--- src/rtl/volsel_pkg.sv ---
// Package volsel_pkg
// Shared constants and types for the volume/source-select I2C target.
// Assumes a system clock near 100 MHz, so that the filter length below
// covers 50 ns spikes.
package volsel_pkg;
    localparam int          BYTE_W        = 8;
    localparam int          ADDR_W        = 7;
    localparam logic [6:0]  TARGET_ADDR   = 7'b1000001;
    localparam int          NUM_REGS      = 3;
    localparam int          PTR_W         = $clog2(NUM_REGS);
    localparam int          NUM_CH        = 2;
    localparam int          VOL_W         = 4;
    localparam logic [3:0]  VOL_MAX_CODE  = 4'd8;
    localparam int          NUM_SRC       = 6;
    localparam int          SRC_CODE_W    = 3;
    localparam int          REG_SRC       = 2;
    localparam int          BITCNT_W      = 4;

    typedef enum logic [2:0] {
        ST_IDLE,
        ST_ADDR,
        ST_PTR,
        ST_DATA,
        ST_SKIP
    } bus_state_t;

    // Reset value of each register: the gain registers start at all ones,
    // the selector starts at all zeros.
    function automatic logic [BYTE_W-1:0] reg_default(input int idx);
        return (idx == REG_SRC) ? 8'h00 : 8'hFF;
    endfunction
endpackage

--- src/rtl/volsel_line_filter.sv ---
// Module volsel_line_filter
// Brings one bus line into the clock domain and removes short pulses.
// The output follows the synchronized input only after that input has
// differed from the output for FILT_CYCLES clocks in a row.
// Assumes that real bus levels last much longer than FILT_CYCLES clocks.
module volsel_line_filter #(
    parameter int FILT_CYCLES = 6
) (
    input  logic clk,
    input  logic rst_n,
    input  logic line_i,
    output logic line_o
);
    localparam int CNT_W = $clog2(FILT_CYCLES + 1);
    localparam logic [CNT_W-1:0] CNT_LAST = CNT_W'(FILT_CYCLES - 1);

    logic             sync1, sync2;
    logic [CNT_W-1:0] cnt;

    // Two-stage synchronizer; the bus idles high.
    always_ff @(posedge clk) begin
        if (!rst_n) begin
            sync1 <= 1'b1;
            sync2 <= 1'b1;
        end else begin
            sync1 <= line_i;
            sync2 <= sync1;
        end
    end

    // Persistence counter: flip the output only after a stable difference.
    always_ff @(posedge clk) begin
        if (!rst_n) begin
            cnt    <= '0;
            line_o <= 1'b1;
        end else if (sync2 == line_o) begin
            cnt <= '0;
        end else if (cnt == CNT_LAST) begin
            cnt    <= '0;
            line_o <= sync2;
        end else begin
            cnt <= cnt + 1'b1;
        end
    end

    // the filtered output only moves toward the level the synchronizer held.
    a_r9_filter_follows: assert property (@(posedge clk) disable iff (!rst_n)
        (line_o != $past(line_o)) |-> ($past(sync2) == line_o));
endmodule

--- src/rtl/volsel_bus_engine.sv ---
// Module volsel_bus_engine
// Bit-level I2C target for write frames. It uses filtered SCL/SDA and
// detects START and STOP. It shifts in bytes MSB first, matches the
// address, drives the acknowledge and reports each received byte
// (pointer or data) as a one-cycle pulse.
// Assumes that the inputs are already synchronized and filtered; it
// never stretches SCL and never drives read data.
module volsel_bus_engine
    import volsel_pkg::*;
(
    input  logic              clk,
    input  logic              rst_n,
    input  logic              scl_f,
    input  logic              sda_f,
    output logic              sda_oe,
    output logic              byte_vld,
    output logic              byte_is_ptr,
    output logic [BYTE_W-1:0] byte_data
);
    bus_state_t          state;
    logic                scl_d, sda_d;
    logic [BYTE_W-1:0]   shreg;
    logic [BITCNT_W-1:0] bit_cnt;
    logic                scl_rise, scl_fall, start_c, stop_c;
    logic                addr_hit;

    // Edge and bus-condition detection on the filtered lines.
    always_comb begin
        scl_rise = scl_f & ~scl_d;
        scl_fall = ~scl_f & scl_d;
        start_c  = scl_f & scl_d & sda_d & ~sda_f;
        stop_c   = scl_f & scl_d & ~sda_d & sda_f;
        addr_hit = (shreg[BYTE_W-1:1] == TARGET_ADDR) && !shreg[0];
    end

    // Previous line levels, for the edge detection above.
    always_ff @(posedge clk) begin
        if (!rst_n) begin
            scl_d <= 1'b1;
            sda_d <= 1'b1;
        end else begin
            scl_d <= scl_f;
            sda_d <= sda_f;
        end
    end

    // Frame sequencing: bit counting, acknowledge and byte reporting.
    always_ff @(posedge clk) begin
        if (!rst_n) begin
            state       <= ST_IDLE;
            bit_cnt     <= '0;
            shreg       <= '0;
            sda_oe      <= 1'b0;
            byte_vld    <= 1'b0;
            byte_is_ptr <= 1'b0;
            byte_data   <= '0;
        end else begin
            byte_vld <= 1'b0;
            if (start_c) begin
                state   <= ST_ADDR;
                bit_cnt <= '0;
                sda_oe  <= 1'b0;
            end else if (stop_c) begin
                state   <= ST_IDLE;
                bit_cnt <= '0;
                sda_oe  <= 1'b0;
            end else if (state != ST_IDLE) begin
                if (scl_rise) begin
                    if (bit_cnt < BITCNT_W'(BYTE_W)) begin
                        shreg <= {shreg[BYTE_W-2:0], sda_f};
                    end
                    bit_cnt <= bit_cnt + 1'b1;
                end
                if (scl_fall) begin
                    if (bit_cnt == BITCNT_W'(BYTE_W)) begin
                        case (state)
                            ST_ADDR: begin
                                sda_oe <= addr_hit;
                                state  <= addr_hit ? ST_PTR : ST_SKIP;
                            end
                            ST_PTR: begin
                                sda_oe      <= 1'b1;
                                byte_vld    <= 1'b1;
                                byte_is_ptr <= 1'b1;
                                byte_data   <= shreg;
                                state       <= ST_DATA;
                            end
                            ST_DATA: begin
                                sda_oe      <= 1'b1;
                                byte_vld    <= 1'b1;
                                byte_is_ptr <= 1'b0;
                                byte_data   <= shreg;
                            end
                            default: sda_oe <= 1'b0;
                        endcase
                    end else if (bit_cnt == BITCNT_W'(BYTE_W + 1)) begin
                        sda_oe  <= 1'b0;
                        bit_cnt <= '0;
                    end
                end
            end
        end
    end

    // SDA is only driven once a write to this address was accepted.
    a_r4_drive_only_accepted: assert property (@(posedge clk) disable iff (!rst_n)
        sda_oe |-> (state == ST_PTR || state == ST_DATA));
    // the acknowledge is confined to the ninth-bit window.
    a_r2_ack_window: assert property (@(posedge clk) disable iff (!rst_n)
        sda_oe |-> (bit_cnt >= BITCNT_W'(BYTE_W)));
    // reported bytes arrive on an SCL falling edge after eight bits.
    a_r5_byte_on_fall: assert property (@(posedge clk) disable iff (!rst_n)
        byte_vld |-> ($past(scl_fall) && $past(bit_cnt) == BITCNT_W'(BYTE_W)));
endmodule

--- src/rtl/volsel_regfile.sv ---
// Module volsel_regfile
// Three control registers with a wrapping write pointer, plus the held
// one-hot source selection. A pointer byte outside the register range
// disables writes until the next pointer byte.
// Assumes byte_vld pulses come from volsel_bus_engine.
module volsel_regfile
    import volsel_pkg::*;
(
    input  logic                          clk,
    input  logic                          rst_n,
    input  logic                          byte_vld,
    input  logic                          byte_is_ptr,
    input  logic [BYTE_W-1:0]             byte_data,
    output logic [NUM_CH-1:0][BYTE_W-1:0] vol_regs,
    output logic [NUM_SRC-1:0]            src_sel
);
    localparam logic [BYTE_W-1:0] NUM_REGS_B = BYTE_W'(NUM_REGS);
    localparam logic [PTR_W-1:0]  PTR_LAST   = PTR_W'(NUM_REGS - 1);
    localparam logic [PTR_W-1:0]  PTR_SRC    = PTR_W'(REG_SRC);

    logic [BYTE_W-1:0]     regs [NUM_REGS];
    logic [PTR_W-1:0]      ptr;
    logic                  ptr_ok;
    logic [SRC_CODE_W-1:0] src_code;

    assign src_code = byte_data[SRC_CODE_W-1:0];

    // Pointer load, data write, pointer wrap and selector hold.
    always_ff @(posedge clk) begin
        if (!rst_n) begin
            for (int i = 0; i < NUM_REGS; i++) regs[i] <= reg_default(i);
            ptr     <= '0;
            ptr_ok  <= 1'b0;
            src_sel <= NUM_SRC'(1) << reg_default(REG_SRC)[SRC_CODE_W-1:0];
        end else if (byte_vld) begin
            if (byte_is_ptr) begin
                ptr_ok <= (byte_data < NUM_REGS_B);
                if (byte_data < NUM_REGS_B) ptr <= byte_data[PTR_W-1:0];
            end else if (ptr_ok) begin
                regs[ptr] <= byte_data;
                ptr       <= (ptr == PTR_LAST) ? '0 : ptr + 1'b1;
                if (ptr == PTR_SRC && src_code < SRC_CODE_W'(NUM_SRC)) begin
                    src_sel <= NUM_SRC'(1) << src_code;
                end
            end
        end
    end

    // Gain registers exported in channel order.
    generate
        for (genvar c = 0; c < NUM_CH; c++) begin : g_vol_out
            assign vol_regs[c] = regs[c];
        end
    endgenerate

    // the pointer never leaves the register range.
    a_r5_ptr_range: assert property (@(posedge clk) disable iff (!rst_n)
        ptr <= PTR_LAST);
    // exactly one source is enabled at all times.
    a_r7_src_onehot: assert property (@(posedge clk) disable iff (!rst_n)
        $countones(src_sel) == 1);
    // with an out-of-range pointer, a data byte leaves the registers alone.
    a_r8_discard: assert property (@(posedge clk) disable iff (!rst_n)
        (byte_vld && !byte_is_ptr && !ptr_ok) |=> ($stable(vol_regs) && $stable(src_sel)));
endmodule

--- src/rtl/volsel_gain_decode.sv ---
// Module volsel_gain_decode
// Turns one gain register into a step index (0 = +12 dB, 3 dB per step)
// and a mute flag. Codes above the last step mute the channel.
// Assumes the gain code sits in the low VOL_W bits.
module volsel_gain_decode
    import volsel_pkg::*;
(
    input  logic              clk,
    input  logic              rst_n,
    input  logic [BYTE_W-1:0] reg_val,
    output logic [VOL_W-1:0]  step,
    output logic              mute
);
    logic [VOL_W-1:0] code;

    // Range check and step mapping.
    always_comb begin
        code = reg_val[VOL_W-1:0];
        mute = (code > VOL_MAX_CODE);
        step = mute ? '0 : code;
    end

    // an unmuted step index never passes the last gain step.
    a_r6_step_range: assert property (@(posedge clk) disable iff (!rst_n)
        !mute |-> (step <= VOL_MAX_CODE));
endmodule

--- src/rtl/volsel_i2c_target.sv ---
// Module volsel_i2c_target
// Top of the write-only control target: line filters, bus engine,
// register file and per-channel gain decoders.
// Assumes an open-drain SDA pad, where sda_oe=1 pulls the line low.
module volsel_i2c_target
    import volsel_pkg::*;
#(
    parameter int FILT_CYCLES = 6
) (
    input  logic        clk,
    input  logic        rst_n,
    input  logic        scl_i,
    input  logic        sda_i,
    output logic        sda_oe,
    output logic [3:0]  vol_a_step,
    output logic        vol_a_mute,
    output logic [3:0]  vol_b_step,
    output logic        vol_b_mute,
    output logic [5:0]  src_sel
);
    logic                          scl_f, sda_f;
    logic                          byte_vld, byte_is_ptr;
    logic [BYTE_W-1:0]             byte_data;
    logic [NUM_CH-1:0][BYTE_W-1:0] vol_regs;
    logic [VOL_W-1:0]              ch_step [NUM_CH];
    logic                          ch_mute [NUM_CH];

    volsel_line_filter #(.FILT_CYCLES(FILT_CYCLES)) u_scl_filt (
        .clk(clk), .rst_n(rst_n), .line_i(scl_i), .line_o(scl_f));
    volsel_line_filter #(.FILT_CYCLES(FILT_CYCLES)) u_sda_filt (
        .clk(clk), .rst_n(rst_n), .line_i(sda_i), .line_o(sda_f));

    volsel_bus_engine u_engine (
        .clk(clk), .rst_n(rst_n), .scl_f(scl_f), .sda_f(sda_f),
        .sda_oe(sda_oe), .byte_vld(byte_vld), .byte_is_ptr(byte_is_ptr),
        .byte_data(byte_data));

    volsel_regfile u_regs (
        .clk(clk), .rst_n(rst_n), .byte_vld(byte_vld),
        .byte_is_ptr(byte_is_ptr), .byte_data(byte_data),
        .vol_regs(vol_regs), .src_sel(src_sel));

    generate
        for (genvar c = 0; c < NUM_CH; c++) begin : g_ch
            volsel_gain_decode u_dec (
                .clk(clk), .rst_n(rst_n), .reg_val(vol_regs[c]),
                .step(ch_step[c]), .mute(ch_mute[c]));
        end
    endgenerate

    // Channel outputs in port order.
    assign vol_a_step = ch_step[0];
    assign vol_a_mute = ch_mute[0];
    assign vol_b_step = ch_step[1];
    assign vol_b_mute = ch_mute[1];
endmodule

--- config.mk ---
export PLATFORM = sky130hd
export DESIGN_NAME = volsel_i2c_target
export DESIGN_NICKNAME = d
export VERILOG_FILES = /design/src/rtl/volsel_pkg.sv /design/src/rtl/volsel_line_filter.sv /design/src/rtl/volsel_bus_engine.sv /design/src/rtl/volsel_regfile.sv /design/src/rtl/volsel_gain_decode.sv /design/src/rtl/volsel_i2c_target.sv
export SDC_FILE = /design/constraint.sdc
export NUM_CORES = 1
export LEC_CHECK = 0
export ABC_AREA = 0
export BUFFER_PORTS_ARGS = -buffer_cell sky130_fd_sc_hd__buf_2
export CORE_ASPECT_RATIO = 0.9
export CORE_MARGIN = 2
export CORE_UTILIZATION = 53
export DETAILED_ROUTE_END_ITERATION = 8
export PLACE_DENSITY = 0.76
export SLEW_MARGIN = 20
export SYNTH_ARGS = -nofsm -noshare
export SYNTH_HDL_FRONTEND = slang
export SYNTH_SLANG_ARGS = --single-unit
--- constraint.sdc ---
create_clock -name clk -period 3.3 [get_ports clk]
set_clock_uncertainty 0.15 [all_clocks]
set_input_delay 0.33 -clock clk [delete_from_list [all_inputs] [get_ports clk]]
set_output_delay 0.33 -clock clk [all_outputs]
set_load 0.005 [all_outputs]
==> impl_summary.txt, run 1 <==
----------------------------------------------------
[Run status]
  Result of the run ... finished clean

[CTS]
  CTS H-Tree Depth ... 3
  Clock input transition at the sequential cells of the worst setup and hold paths ... 0.07 ns
  Sinks on the clock net ... 57
  Clock insertion delay at the later pin of the skew report ... 0.33 ns
  Number of buffers added for setup after CTS ... 0
  CTS tree ... done
  CTS Hold Buffers Added ... 0
  Post-cts sizing count ... 0
  Number of buffers added by the clock tree synthesis step ... 9
  Buffers from clock root to sink, at most ... 2
  Root buffer selected by CTS ... sky130_fd_sc_hd__clkbuf_8

[GRT]
  Overflow after GRT ... 0
  Number of global-route vias before repair ... 1,533
  Largest net degree at the start of global routing ... 44
  Total global routing track utilization ... 16.9%
  Number of antenna violations at the first check in global routing ... 0
  Wire length of the first global-routing pass ... 6.77 mm

[STA]
  Fmax ... 476 MHz
  Final count of hold timing violations ... 0
  Slew @ Worst Pin ... 0.684 ns
  Final worst path period need ... 2.10 ns
  Worst max-slew margin expressed relative to the limit ... 54.0%
  Setup TNS ... 0 ns
  Max-slew violations ... 0
  Post-Route Hold Slack ... 0.0353 ns
  RSZ-0062 raised after global routing ... false
  Final setup fails ... 0
  Post-route clock period utilization ... 63.7%

[Hold path]
  Worst min path class ... in -> reg
  Depth of the worst hold-timing path ... 2

[Finish]
  Fin nets ... 283
  End-of-flow core utilization ... 63.7%
  Layout filler cell count ... 374
  Final std cell area, no fill ... 2860 sq um
  Share of layout cells above drive strength 1 ... 15.9%
  Area delta synth->final ... 15.5%
  Diode insertion count for antenna repair ... 0

[Synth]
  Synthesized area per cell ... 9.95 sq um
  Sequential-to-total area share from yosys stat ... 49.3%
  Yosys reg bits ... 57
  Commonest cells in the synthesized netlist ... sky130_fd_sc_hd__dfxtp_1, sky130_fd_sc_hd__nor2b_1, sky130_fd_sc_hd__nand2_1
  Syn nets ... 260
  Biggest area consumer among synthesized cells ... sky130_fd_sc_hd__dfxtp_1
  Summed instance area of the synthesized netlist ... 2480 sq um
  Most frequently used cell type in the post-synthesis netlist ... sky130_fd_sc_hd__dfxtp_1
  Leading cell types by total area after synthesis ... sky130_fd_sc_hd__dfxtp_1, sky130_fd_sc_hd__edfxtp_1, sky130_fd_sc_hd__mux2i_1, sky130_fd_sc_hd__nor2b_1, sky130_fd_sc_hd__ha_1
  Top flip-flop cell by instance count after synthesis ... sky130_fd_sc_hd__dfxtp_1
  Warnings from Yosys ... 0
  Proportion of register bits with asynchronous set or reset after synthesis ... 0%
  Number of flops mapped to enable cells by yosys ... 8
  Netlist cell types ... 42
  Area share of the leading cell type in the synthesized netlist ... 39.6%
  Post-synthesis instance total ... 249

[Die]
  Height of the die ... 68.9 um
  Initial core utilization ... 55.2%
  Total die area ... 5240 sq um
  Ports ... 21
  Area of the core ... 4490 sq um
  Number of placement rows ... 23
  Horizontal extent of the die ... 76.1 um

[Setup path]
  Minimum setup slack among reg-to-reg paths ... 1.20 ns
  Data required, critical path ... 3.38 ns
  Worst Setup Start Kind ... flip-flop
  Data arrival at the endpoint of the critical path ... 2.18 ns
  Worst Reg2Reg Path Length in Cells ... 4
  Maximum fanout along the worst path ... 11
  Path type of the worst setup path ... reg -> reg
  Critical Path Sink Type ... flip-flop

[Power]
  Power density over the cells ... 514 nW/um^2
  Peak supply drop ... 0.000450 V
  Reported leakage power ... 1.12 nW

[Routing]
  Via-per-instance ratio ... 5.14
  Final ANT Viol Nets ... 0
  Routed via count ... 1,743
  Number of DRC markers in iteration 0 ... 115
  Post-route DRC ... 0
  Total routed wirelength ... 3.99 mm
  Total iterations of the first detailed-routing run ... 4
  Average routed wire per standard cell ... 11.8 um

[Placed design]
  Placed Area ... 2630 sq um
  Detailed-placement wirelength estimate ... 2.74 mm
  Number of input and output port buffers inserted ... 20
  GPL Wtd Cong ... 0.802

[Job]
  Max-cap check violation count ... 0

----------------------------------------------------
[final cells by class]
type | count | area, sq um | area share (%)
clock buffers | 13 | 190 | 6.65
clock inverters | 3 | 43.8 | 1.53
inverters | 4 | 15.0 | 0.525
multi-input cells | 179 | 1200 | 42.1
flip-flops and latches | 57 | 1220 | 42.7
well taps | 62 | 77.6 | 2.71
repair buffers | 21 | 108 | 3.76
[kinds of logic (layout without fill, tap and decap cells)]
logic type / count (synthesis) / count (layout) / share of synthesized area (%)
mux: 18 / 18 / 7.27
buf+inv: 13 / 41 / 2.07
xor+xnor: 6 / 6 / 2.12
flops: 57 / 57 / 49.3
fa+ha+maj: 7 / 7 / 3.54
compound gates: 22 / 22 / 6.26
simple gates: 126 / 126 / 29.4
[cells in the final DEF (no fill, tap or decap), types with 4 or more instances in the layout]
cell and n:
sky130_fd_sc_hd__clkbuf_8 12, sky130_fd_sc_hd__ha_1 7, sky130_fd_sc_hd__nor4b_1 4, sky130_fd_sc_hd__nand2_1 23, sky130_fd_sc_hd__mux2i_1 18, sky130_fd_sc_hd__xnor2_1 4, sky130_fd_sc_hd__or2_2 4, sky130_fd_sc_hd__nand2b_1 13
sky130_fd_sc_hd__edfxtp_1 8, sky130_fd_sc_hd__a21boi_0 4, sky130_fd_sc_hd__nor2b_1 26, sky130_fd_sc_hd__dfxtp_1 49, sky130_fd_sc_hd__nand4b_1 4, sky130_fd_sc_hd__buf_2 20, sky130_fd_sc_hd__nand3_1 12, sky130_fd_sc_hd__inv_1 4
sky130_fd_sc_hd__nor2_1 20
[registers in the layout (all words and copies together), names as in the netlist]
register and flops:
u_scl_filt.cnt 3, u_engine.sda_oe 1, u_regs.regs 8, u_engine.sda_d 1
u_sda_filt.sync1 1, u_regs.ptr 2, u_engine.scl_d 1, u_engine.byte_vld 1
u_engine.byte_is_ptr 1, u_scl_filt.sync2 1, u_sda_filt.sync2 1, u_scl_filt.sync1 1
u_regs.src_sel 6, u_engine.state 3, u_engine.byte_data 8, u_sda_filt.line_o 1
u_sda_filt.cnt 3, u_engine.bit_cnt 4, u_regs.ptr_ok 1, u_engine.shreg 8
u_scl_filt.line_o 1
[layer usage]
| layer | wire length [um] | track usage, % |
|---|---|---|
| met4 | 74 | 11.6 |
| met3 | 134 | 4.43 |
| met1 | 1950 | 21.0 |
| met5 | 0 | 0 |
| met2 | 1830 | 26.6 |
[critical path, stage by stage (launching register included)]
cell                       delay, ns
sky130_fd_sc_hd__dfxtp_1        0.35
sky130_fd_sc_hd__and4bb_2       0.37
sky130_fd_sc_hd__nand4b_1       0.56
sky130_fd_sc_hd__and2_1         0.40
sky130_fd_sc_hd__o21a_1         0.17
[path summary, 6_finish.rpt]
check	start	endpoint
worst min register to register	u_sda_filt.sync1	u_sda_filt.sync2
worst min-delay path	sda_i	u_sda_filt.sync1
worst max-delay path	u_scl_filt.line_o	u_engine.byte_is_ptr
worst max register to register	u_scl_filt.line_o	u_engine.byte_is_ptr
[metrics by stage]
step                power (mW)  worst slack [ns]  std cells
finish                    1.47              1.20        339
global route              1.53              1.05        339
CTS                       1.49              1.20        339
detailed placement       0.765              1.21        323
global placement         0.765              1.25        323
floorplan                0.752              1.63        249
[where the power goes]
part	internal, mW	total, mW	switching (mW)
Clock	0.456	0.722	0.266
Sequential	0.711	0.715	0.00429
Combinational	0.0162	0.0342	0.0179
Note: power is estimated with default switching activity, not from simulation.
==> run 2: changes to the inputs <==
- clock period: 3.3 -> 2.07 ns (I/O delays scaled with it)
==> run 2 against run 1 <==
Critical path depth did not move; flip-flop and latch count did not move; die area did not move; worst hold slack improved by 0.18 ns; clock power rose by 30%; cell count rose by 1.8%; combinational power rose by 66%; critical endpoint is now u_regs.ptr[1].
==> impl_summary.txt, run 2 (synthesis gave the netlist of run 1 again) <==
----------------------------------------------------
[CTS]
  Post-cts sizing count ... 0 (unchanged)
  CTS H-Tree Depth ... 3 (unchanged)
  Clock input transition at the sequential cells of the worst setup and hold paths ... 0.06 ns (about the same)
  Sinks on the clock net ... 57 (unchanged)
  Clock insertion delay at the later pin of the skew report ... 0.34 ns (about the same)
  Root buffer selected by CTS ... sky130_fd_sc_hd__clkbuf_8
  CTS tree ... done
  Number of buffers added by the clock tree synthesis step ... 9 (unchanged)
  Buffers from clock root to sink, at most ... 2 (unchanged)
  Number of buffers added for setup after CTS ... 0 (unchanged)

[Hold path]
  Worst min path class ... in -> reg
  End of the worst hold path ... u_scl_filt.line_o
  Startpoint of the worst hold path ... rst_n
  Depth of the worst hold-timing path ... 3 (+1)

[GRT]
  Largest net degree at the start of global routing ... 44 (unchanged)
  Number of global-route vias before repair ... 1,562 (+1.9%)
  Total global routing track utilization ... 17.0% (+0.063 points)
  Wire length of the first global-routing pass ... 6.80 mm (+0.41%)
  Overflow after GRT ... 0 (unchanged)
  Number of antenna violations at the first check in global routing ... 0 (unchanged)

[STA]
  Worst max-slew margin expressed relative to the limit ... 65.1% (+11 points)
  Final setup fails ... 0 (unchanged)
  Post-Route Hold Slack ... 0.215 ns (+0.180 ns)
  Post-route clock period utilization ... 85.1% (+21 points)
  Final worst path period need ... 1.76 ns (-0.341 ns)
  Max-slew violations ... 0 (unchanged)
  Slew @ Worst Pin ... 0.522 ns (-0.162 ns)
  Final count of hold timing violations ... 0 (unchanged)
  Fmax ... 568 MHz (+19%)
  Setup TNS ... 0 ns (unchanged)
  RSZ-0062 raised after global routing ... false

[Finish]
  Largest registers ... u_engine.byte_data x8, u_engine.shreg x8, u_regs.regs x8
  End-of-flow core utilization ... 63.6% (-0.14 points)
  Most frequent standard cell in the layout excluding fill and tap cells ... sky130_fd_sc_hd__dfxtp_1
  Area delta synth->final ... 15.2%
  Share of layout cells above drive strength 1 ... 15.2% (-0.69 points)
  Commonest non-fill, non-tap cells in the layout ... sky130_fd_sc_hd__dfxtp_1, sky130_fd_sc_hd__nor2b_1, sky130_fd_sc_hd__nand2_1, sky130_fd_sc_hd__nor2_1, sky130_fd_sc_hd__buf_2
  Fin nets ... 289 (+2.1%)
  Diode insertion count for antenna repair ... 0 (unchanged)

[Setup path]
  Worst Reg2Reg Path Length in Cells ... 4 (unchanged)
  Cell type group with the largest total delay on the critical path ... simple AND/OR/NAND/NOR gates
  Worst Setup Start Kind ... flip-flop
  Max stage delay cell, worst path ... sky130_fd_sc_hd__dfxtp_1
  Beginning of the worst register-to-register path ... u_engine.byte_is_ptr
  Worst R2R End ... u_regs.ptr[1]
  Crit path largest cell delay ... 0.45 ns (-0.11 ns)
  Data required, critical path ... 2.15 ns (-1.23 ns)
  Path type of the worst setup path ... reg -> reg
  Minimum setup slack among reg-to-reg paths ... 0.31 ns (-0.89 ns)
  Critical Path Sink Type ... flip-flop
  Worst Path Buf+Inv ... 0 (unchanged)
  Cells traversed along the worst timing path ... nor4bb_1 > a31oi_1 > a221o_1 > and3_1
  Maximum fanout along the worst path ... 9 (-2)
  Data arrival at the endpoint of the critical path ... 1.84 ns (-0.34 ns)

[Routing]
  Average routed wire per standard cell ... 11.5 um (-2.6%)
  Total iterations of the first detailed-routing run ... 4 (unchanged)
  Number of DRC markers in iteration 0 ... 51 (-56%)
  Total routed wirelength ... 3.96 mm (-0.83%)
  Post-route DRC ... 0 (unchanged)
  Final ANT Viol Nets ... 0 (unchanged)
  Routed via count ... 1,781 (+2.2%)
  Via-per-instance ratio ... 5.16 (+0.40%)

[Die]
  Area of the core ... 4490 sq um (unchanged)
  Ports ... 21 (unchanged)
  Number of placement rows ... 23 (unchanged)
  Horizontal extent of the die ... 76.1 um (unchanged)
  Height of the die ... 68.9 um (unchanged)
  Initial core utilization ... 55.2% (unchanged)
  Total die area ... 5240 sq um (unchanged)

[Power]
  Share of power burned in the clock network ... 43.9% (-5.2 points)
  Cell-internal power ... 1.70 mW (+44%)
  Net switching power of the design ... 433 uW (+50%)
  Power density over the cells ... 749 nW/um^2 (+46%)
  Switching power as a share of total power ... 20.2% (+0.69 points)
  Peak supply drop ... 0.000539 V (+20%)
  Comb power frac ... 2.7% (+0.4 points)
  Reported leakage power ... 1.12 nW (-0.42%)
  Flop pwr share ... 53.4% (+4.8 points)
  Post-layout total power ... 2.14 mW (+45%)

[Placed design]
  Detailed-placement wirelength estimate ... 2.69 mm (-1.7%)
  GPL Wtd Cong ... 0.726 (-9.4%)
  Number of input and output port buffers inserted ... 20 (unchanged)

[Run status]
  Result of the run ... finished clean

[Job]
  Max-cap check violation count ... 0 (unchanged)

----------------------------------------------------
-- run 2: repair_timing --
item                       4_1_cts  5_1_grt
setup endpoints to repair        0        0
hold endpoints to repair         2        0
hold buffers                     2        0
-- run 2: power by group through the flow --
stage	Sequential, mW	Clock [mW]	Combinational [mW]
2_1_floorplan	1.16	0	0.0359
3_3_place_gp	1.16	0	0.0541
3_5_place_dp	1.16	0	0.0546
4_1_cts	1.14	0.968	0.0576
5_1_grt	1.14	1.01	0.0625
6_report	1.14	0.939	0.0568
-- run 2: per-stage QoR --
stage	cells	setup WS, ns	instance area [sq um]
detailed placement	327	0.325	2660
global route	345	0.190	2850
global placement	327	0.352	2660
CTS	345	0.315	2850
floorplan	249	0.404	2480
finish	345	0.309	2850
-- run 2: final cells by class --
class	instances	area, sq um
timing repair buffer	27	158
fill	379	1640
multi-input combinational	179	1200
inverter	4	15.0
clock inverter	5	46.3
clock buffer	11	131
sequential	57	1220
tap	62	77.6
-- run 2: layer usage --
layer | GRT usage, % | vias up | share of wire (%)
li1 | - | 923 | -
met4 | 8.18 | 0 | 1.1
met5 | 0 | - | 0
met2 | 26.9 | 30 | 45
met3 | 7.42 | 6 | 4.7
met1 | 20.2 | 822 | 49
-- run 2: worst register-to-register path, cell delays in order (launching register included) --
cell and delay, ns:
sky130_fd_sc_hd__dfxtp_1 0.45, sky130_fd_sc_hd__nor4bb_1 0.39, sky130_fd_sc_hd__a31oi_1 0.21, sky130_fd_sc_hd__a221o_1 0.29, sky130_fd_sc_hd__and3_1 0.17
-- run 2: worst max-delay path by stage --
stage	slack [ns]	startpoint	end	cells after the start
6_report	0.31	u_engine.byte_is_ptr	u_regs.ptr[1]	4
5_1_grt	0.19	u_engine.byte_is_ptr	u_regs.ptr[1]	4
4_1_cts	0.31	u_engine.byte_is_ptr	u_regs.src_sel[1]	4
3_5_place_dp	0.33	u_engine.byte_is_ptr	u_regs.src_sel[1]	4
3_3_place_gp	0.35	u_engine.byte_is_ptr	u_regs.src_sel[1]	4
2_1_floorplan	0.40	u_engine.byte_is_ptr	u_regs.src_sel[1]	5
==> run 3: changes to the inputs <==
- BUFFER_PORTS_ARGS: -buffer_cell sky130_fd_sc_hd__buf_2 -> -buffer_cell sky130_fd_sc_hd__buf_4
- GPL_TIMING_DRIVEN: not set -> 0
==> run 3 against run 2 <==
Non-clock buffer count is 5 higher; flip-flop and latch count is the same; clock power up 14%; cell count increased by 1.4%; first-iteration DRC count up 88%; maximum frequency is 3.6% lower; total power rose by 6.8%; critical endpoint unchanged; highest routed layer unchanged.
==> impl_summary.txt, run 3 (synthesis gave the netlist of run 1 again) <==
----------------------------------------------------
[Hold path]
  End of the worst hold path ... u_scl_filt.sync2
  Startpoint of the worst hold path ... u_scl_filt.sync1
  Depth of the worst hold-timing path ... 1 (-2)
  Worst min path class ... reg -> reg

[STA]
  Setup TNS ... 0 ns (unchanged)
  Worst max-slew margin expressed relative to the limit ... 52.6% (-12 points)
  RSZ-0062 raised after global routing ... false
  Fmax ... 547 MHz (-3.6%)
  Final count of hold timing violations ... 0 (unchanged)
  Max-slew violations ... 0 (unchanged)
  Post-route clock period utilization ... 88.3% (+3.2 points)
  Final worst path period need ... 1.83 ns (+0.0657 ns)
  Slew @ Worst Pin ... 0.705 ns (+0.183 ns)
  Final setup fails ... 0 (unchanged)

[Routing]
  Total routed wirelength ... 4.24 mm (+7.1%)
  Final ANT Viol Nets ... 0 (unchanged)
  Total iterations of the first detailed-routing run ... 5 (+1)
  Average routed wire per standard cell ... 12.1 um (+5.5%)
  Via-per-instance ratio ... 5.13 (-0.71%)
  Number of DRC markers in iteration 0 ... 96 (+88%)
  Post-route DRC ... 0 (unchanged)
  Routed via count ... 1,794 (+0.73%)

[Finish]
  Share of layout cells above drive strength 1 ... 15.3% (+0.083 points)
  Fin nets ... 294 (+1.7%)
  Area delta synth->final ... 19.0%
  Most frequent standard cell in the layout excluding fill and tap cells ... sky130_fd_sc_hd__dfxtp_1
  Diode insertion count for antenna repair ... 0 (unchanged)
  Layout filler cell count ... 374 (-1.3%)
  Final standard cell count with taps included and fillers excluded ... 350 (+1.4%)
  Largest registers ... u_engine.byte_data x8, u_engine.shreg x8, u_regs.regs x8
  End-of-flow core utilization ... 65.7% (+2.1 points)
  Final std cell area, no fill ... 2950 sq um (+3.3%)
  Commonest non-fill, non-tap cells in the layout ... sky130_fd_sc_hd__dfxtp_1, sky130_fd_sc_hd__nor2b_1, sky130_fd_sc_hd__nand2_1, sky130_fd_sc_hd__nor2_1, sky130_fd_sc_hd__buf_4

[Setup path]
  Minimum setup slack among reg-to-reg paths ... 0.24 ns (-0.07 ns)
  Path type of the worst setup path ... reg -> reg
  Worst Setup Start Kind ... flip-flop
  Beginning of the worst register-to-register path ... u_engine.byte_data[2]
  Data arrival at the endpoint of the critical path ... 1.91 ns (+0.07 ns)
  Critical Path Sink Type ... flip-flop
  Data required, critical path ... 2.15 ns (about the same)
  Worst Reg2Reg Path Length in Cells ... 5 (+1)
  Worst R2R End ... u_regs.ptr[1]
  Maximum fanout along the worst path ... 10 (+1)

[Power]
  Peak supply drop ... 0.000446 V (-17%)
  Post-layout total power ... 2.28 mW (+6.8%)
  Power density over the cells ... 774 nW/um^2 (+3.3%)
  Reported leakage power ... 1.14 nW (+2.0%)

[CTS]
  Clock input transition at the sequential cells of the worst setup and hold paths ... 0.06 ns (about the same)
  Buffers from clock root to sink, at most ... 2 (unchanged)
  Number of buffers added by the clock tree synthesis step ... 9 (unchanged)
  CTS tree ... done
  Clock insertion delay at the later pin of the skew report ... 0.33 ns (about the same)
  Sinks on the clock net ... 57 (unchanged)
  Root buffer selected by CTS ... sky130_fd_sc_hd__clkbuf_8
  CTS H-Tree Depth ... 3 (unchanged)
  Number of buffers added for setup after CTS ... 0 (unchanged)

[GRT]
  Number of global-route vias before repair ... 1,636 (+4.7%)
  Number of antenna violations at the first check in global routing ... 0 (unchanged)
  Largest net degree at the start of global routing ... 11 (-75%)
  Wire length of the first global-routing pass ... 7.18 mm (+5.6%)
  Overflow after GRT ... 0 (unchanged)
  Total global routing track utilization ... 17.9% (+0.90 points)

[Die]
  Number of placement rows ... 23 (unchanged)
  Initial core utilization ... 55.2% (unchanged)
  Horizontal extent of the die ... 76.1 um (unchanged)
  Ports ... 21 (unchanged)
  Total die area ... 5240 sq um (unchanged)
  Height of the die ... 68.9 um (unchanged)
  Area of the core ... 4490 sq um (unchanged)

[Run status]
  Result of the run ... finished clean

[Placed design]
  GPL Wtd Cong ... 0.734 (+1.1%)
  Number of input and output port buffers inserted ... 20 (unchanged)
  # placed instances ... 331 (+1.2%)
  Placed Area ... 2710 sq um (+1.8%)
  Detailed-placement wirelength estimate ... 2.95 mm (+9.5%)

[Job]
  Max-cap check violation count ... 0 (unchanged)

----------------------------------------------------
-- run 3: cell types whose count changed in the layout (fill, tap and decap cells not counted), sizes merged --
| cell | previous run | this run |
|---|---|---|
| dlygate4sd3 | 2 | 3 |
| buf | 25 | 22 |
| clkbuf | 11 | 21 |
| clkinv | 4 | 1 |
-- run 3: metrics by stage --
step,hold slack [ns],setup WS (ns)
finish,0.259,0.243
global route,0.290,0.0886
CTS,0.263,0.221
floorplan,0.152,0.404
global placement,0.238,0.281
detailed placement,0.246,0.233
-- run 3: where the power goes --
| group | total (mW) | internal, mW | leakage [nW] | switching, mW |
|---|---|---|---|---|
| sequential | 1.14 | 1.13 | 0.477 | 0.00677 |
| combinational | 0.0684 | 0.0365 | 0.555 | 0.0320 |
| clock | 1.07 | 0.653 | 0.107 | 0.419 |
| total | 2.28 | 1.82 | 1.14 | 0.458 |
-- run 3: how the worst max path moves through the flow --
stage,endpoint,from,cells after the start,slack [ns]
2_1_floorplan,u_regs.src_sel[1],u_engine.byte_is_ptr,5,0.40
3_3_place_gp,u_regs.ptr[1],u_engine.byte_data[2],5,0.28
3_5_place_dp,u_regs.ptr[1],u_engine.byte_data[2],5,0.23
4_1_cts,u_regs.ptr[1],u_engine.byte_data[2],5,0.22
5_1_grt,u_regs.ptr[1],u_engine.byte_data[2],5,0.09
6_report,u_regs.ptr[1],u_engine.byte_data[2],5,0.24
-- run 3: cell type report --
cell class,count,area [sq um],share of cell area [%]
Buffer,9,36.3,1.23
Clock buffer,14,173,5.85
Clock inverter,2,35.0,1.19
Inverter,4,15.0,0.509
Multi-Input combinational cell,179,1210,41.1
Sequential cell,57,1220,41.4
Tap cell,62,77.6,2.63
Timing Repair Buffer,23,180,6.11
-- run 3: layer usage --
metal	routed length (um)	up-vias	GRT usage (%)
met2	1970	30	30.1
li1	-	931	-
met1	2010	824	20.9
met3	187	9	6.64
met4	63	0	8.18
met5	0	-	0
-- run 3: critical path, stage by stage (launching register included) --
cell and delay, ns:
sky130_fd_sc_hd__dfxtp_1 0.30, sky130_fd_sc_hd__clkbuf_1 0.21, sky130_fd_sc_hd__nor4bb_2 0.37, sky130_fd_sc_hd__a31oi_1 0.21, sky130_fd_sc_hd__a221o_1 0.31, sky130_fd_sc_hd__and3_1 0.17
-- run 3: what timing repair did --
action | CTS | global route
gates resized for setup | 0 | 1
endpoints found under the hold margin | 3 | 0
endpoints found under the setup margin | 0 | 1
hold buffers | 3 | 0
